`config.mk`:
```
export PLATFORM = sky130hd
export DESIGN_NAME = status_flags
export DESIGN_NICKNAME = d
export VERILOG_FILES = /design/src/rtl/status_flags.sv
export SDC_FILE = /design/constraint.sdc
export NUM_CORES = 1
export LEC_CHECK = 0
export ABC_AREA = 1
export BUFFER_PORTS_ARGS = -buffer_cell sky130_fd_sc_hd__buf_2
export CELL_PAD_IN_SITES_DETAIL_PLACEMENT = 0
export CELL_PAD_IN_SITES_GLOBAL_PLACEMENT = 1
export CORE_AREA = 2 2 39 41
export CTS_CLUSTER_DIAMETER = 30
export DETAILED_ROUTE_END_ITERATION = 6
export DIE_AREA = 0 0 41 43
export PLACE_DENSITY = 0.8
export SLEW_MARGIN = 20
export SYNTH_ARGS = -nofsm -noshare
export SYNTH_HDL_FRONTEND = slang
export SYNTH_SLANG_ARGS = --single-unit
```
`constraint.sdc`:
```
create_clock -name clk -period 2.5 [get_ports clk]
set_clock_uncertainty 0.15 [all_clocks]
set_input_delay 0.5 -clock clk [delete_from_list [all_inputs] [get_ports clk]]
set_output_delay 0.5 -clock clk [all_outputs]
set_load 0.05 [all_outputs]
```
`src/rtl/status_flags.sv`:
```
module status_flags (
  input  logic       clk,
  input  logic       rst_n,
  input  logic       wr_en,
  input  logic [7:0] wr_data,
  input  logic       z_upd,
  input  logic       dc_upd,
  input  logic       c_upd,
  input  logic       z_in,
  input  logic       dc_in,
  input  logic       c_in,
  input  logic       wdt_clr,
  input  logic       sleep_ev,
  input  logic       wdt_expire,
  output logic [7:0] status
);
  logic       to_q, pd_q;
  logic [2:0] flg_q, upd, alu, nxt;
  logic       take_wr;

  assign upd     = {z_upd, dc_upd, c_upd};
  assign alu     = {z_in, dc_in, c_in};
  assign take_wr = wr_en & ~|upd;

  always_comb
    for (int i = 0; i < 3; i++)
      nxt[i] = upd[i] ? alu[i] : (take_wr ? wr_data[i] : flg_q[i]);

  always_ff @(posedge clk or negedge rst_n)
    if (!rst_n) begin
      flg_q <= 3'b000;
      to_q  <= 1'b1;
      pd_q  <= 1'b1;
    end else begin
      flg_q <= nxt;
      if (wdt_expire)            to_q <= 1'b0;
      else if (wdt_clr | sleep_ev) to_q <= 1'b1;
      if (sleep_ev)              pd_q <= 1'b0;
      else if (wdt_clr)          pd_q <= 1'b1;
    end

  assign status = {3'b000, to_q, pd_q, flg_q};
endmodule


```
==> metrics.md <==
| Metric | Value |
|---|---|
| Outcome | completed |
| CTS Buffer Depth | 2 |
| Sequential area share after synthesis | between 40 and 50% |
| Setup TNS | 0 ns |
| Crit path time final | 1.66 ns |
| Core box area | 1380 um2 |
| Net count, final | 79 |
| Hold slack | 0.231 ns |
| Top cell type's share of synthesized area | 26.5% |
| Crit. End Element | output port |
| Hold Violations, Final | 0 |
| Area after DPL | 368 um2 |
| Slowest stage cell, crit path | dfstp_2 |
| Initial Util | ~20% |
| Fin util | 29.2% |
| Syn Inst Count | 37 |
| Max Cap Viol | 0 |
| Diodes inserted | 0 |
| Die area | 1760 um2 |
| Clk_lat worst skew | 0.24 ns |
| RSZ-0062 raised after global routing | false |
| Total power draw | approximately 260 uW |
| First-pass GRT wire length | 972 um |
| Max Clock Freq | 603 MHz |
| Fillers | 158 |
| CTS buffer count | 3 |
| Cell area after synthesis | 283 um2 |
| Setup Viol. Count Final | 0 |
| Slew Limit Fails | 0 |
| Power density over cell area | 636 nW/um2 |
| Total Wirelength | 609 um |
| Top post-synthesis cells by area | dfrtp_1, dfstp_2, buf_4 |
| Synth cell types | 11 |
| Final instance area | just over 400 um2 |
| Drt wl/cell | 8.23 um |
| # IOs | 28 |
| Syn avg cell area | 7.64 um2 |
| Total grt overflow | 0 |
| Hold crit path type | in2reg |
| Worst EP required | 1.85 ns |
| DRT iter0 DRCs | 1 |
| Die width | 41 um |
| CP cell instances | buf_2 |
| CTS root buf | clkbuf_4 |
| Register bit total from synthesis | 5 |
| VDD IR max | 0.129 mV |
| ANT nets after route | 0 |
| Vias in the first global route | 250 |
| Postcts setup bufs | 0 |
| Largest net degree at the start of global routing | 6 |
| Leak pwr | ~0.00022 uW |
| CTS tree | done |
| Vias per inst | 3.70 |
| CP delay by family, top | flip-flops |
| Area leader, netlist | dfrtp_1 |
| Clk pin slew, worst setup/hold paths | 0.04 ns |
| WS Path Type | reg2out |
| Crit path max fanout | 2 |
| Layout cells sized above 1 | 46.6% |
| Core Rows | 14 |
| Chip Height | ~43 um |
| Post-DP HPWL | 524 um |
| CTS sink count | 5 |
| Final clock period utilization by the worst path | 66.4% |
| GR Util All Layers | 8.57% |
| Vias | about 270 |
| CP bufs+invs | 1 |
| Setup crit start kind | register |
| GPL Wtd Cong | 0.721 |
| CP arrival | a little over 1 ns |
| CTS H-tree lvls | 1 |
| CP max stage delay | ~0.52 ns |
| DR pass1 iterations | 2 |
| Synth warnings | 0 |
| # port buffers | 19 |
| Initial antenna violation count | 0 |
| DRC viols | 0 |
| Area Growth Syn to Fin | 42.9% |
-- worst paths after layout --
kind / endpoint / slack, ns / from / depth (start not counted)
hold / removal: to_q$_DFFE_PN1P_ / 0.23 / wdt_expire / 2
max in group asynchronous: to_q$_DFFE_PN1P_ / 1.53 / rst_n / 2
setup / recovery: status[3] / 0.84 / pd_q$_DFFE_PN1P_ / 1
min in group asynchronous: flg_q[1]$_DFFE_PN0P_ / 0.46 / rst_n / 2
setup reg to reg: pd_q$_DFFE_PN1P_ / 1.64 / pd_q$_DFFE_PN1P_ / 2
hold reg to reg: pd_q$_DFFE_PN1P_ / 0.34 / pd_q$_DFFE_PN1P_ / 2
-- sequential cells by signal, indices dropped and copies added (netlist names) --
register,flops
to_q,1
pd_q,1
flg_q,3
-- logic make-up after synthesis --
group | Yosys count | share of synthesized area, %
flip-flops | 5 | 45.1
buffers and inverters | 9 | 18.6
AND/OR/NAND/NOR | 22 | 35.0
other | 1 | 1.33
-- cell type report --
type	count	area, um2	area share (%)
timing repair buffer	20	105	26.0
tap	16	20.0	4.95
clock buffer	4	26.3	6.50
sequential	5	128	31.6
inverter	4	15.0	3.72
multi-input combinational	25	110	27.2
-- synthesized netlist by cell type --
library cell and n:
buf_4 5, conb_1 1, dfrtp_1 3, dfstp_2 2, inv_1 4, nand2_1 6, nand2_2 1, nand3_1 6
nor2_1 6, nor2_2 2, nor3_1 1
-- routing by layer --
| layer | vias up | global-route usage, % | routed length, um |
|---|---|---|---|
| li1 | 148 | - | - |
| met1 | 109 | 10.7 | 284 |
| met2 | 17 | 10.6 | 244 |
| met5 | - | 0 | 0 |
| met3 | 0 | 3.14 | 80 |
| met4 | 0 | 8.00 | 0 |
-- timing repair --
action,in CTS,in global routing
gates resized for setup,0,0
hold buffers,1,0
hold endpoints to repair,3,0
-- stage by stage --
step / worst slack, ns / instances
after global routing: 0.788 / 74
after detailed placement: 1.09 / 69
final: 0.841 / 74
after CTS: 0.825 / 74
after global placement: 1.10 / 69
after floorplan: 1.16 / 39
-- power by group --
group / switching, uW / internal (uW) / leakage (uW) / total (uW)
Sequential: 3.88 / 90.1 / 0.0000571 / 94.0
Combinational: 53.3 / 19.9 / 0.000152 / 73.2
Clock: 29.6 / 60.1 / 0.0000150 / 89.7
-- cell usage in the layout (no fill, tap or decap) --
cell           count
nor2_1             6
inv_1              4
nand2_2            1
nand2_1            6
dfstp_2            2
dlygate4sd3_1      1
clkbuf_4           3
clkbuf_1           1
dfrtp_1            3
nor3_1             1
nor2_2             2
conb_1             3
nand3_1            6
buf_2             19
No activity file was read; power rests on OpenSTA's default activity.
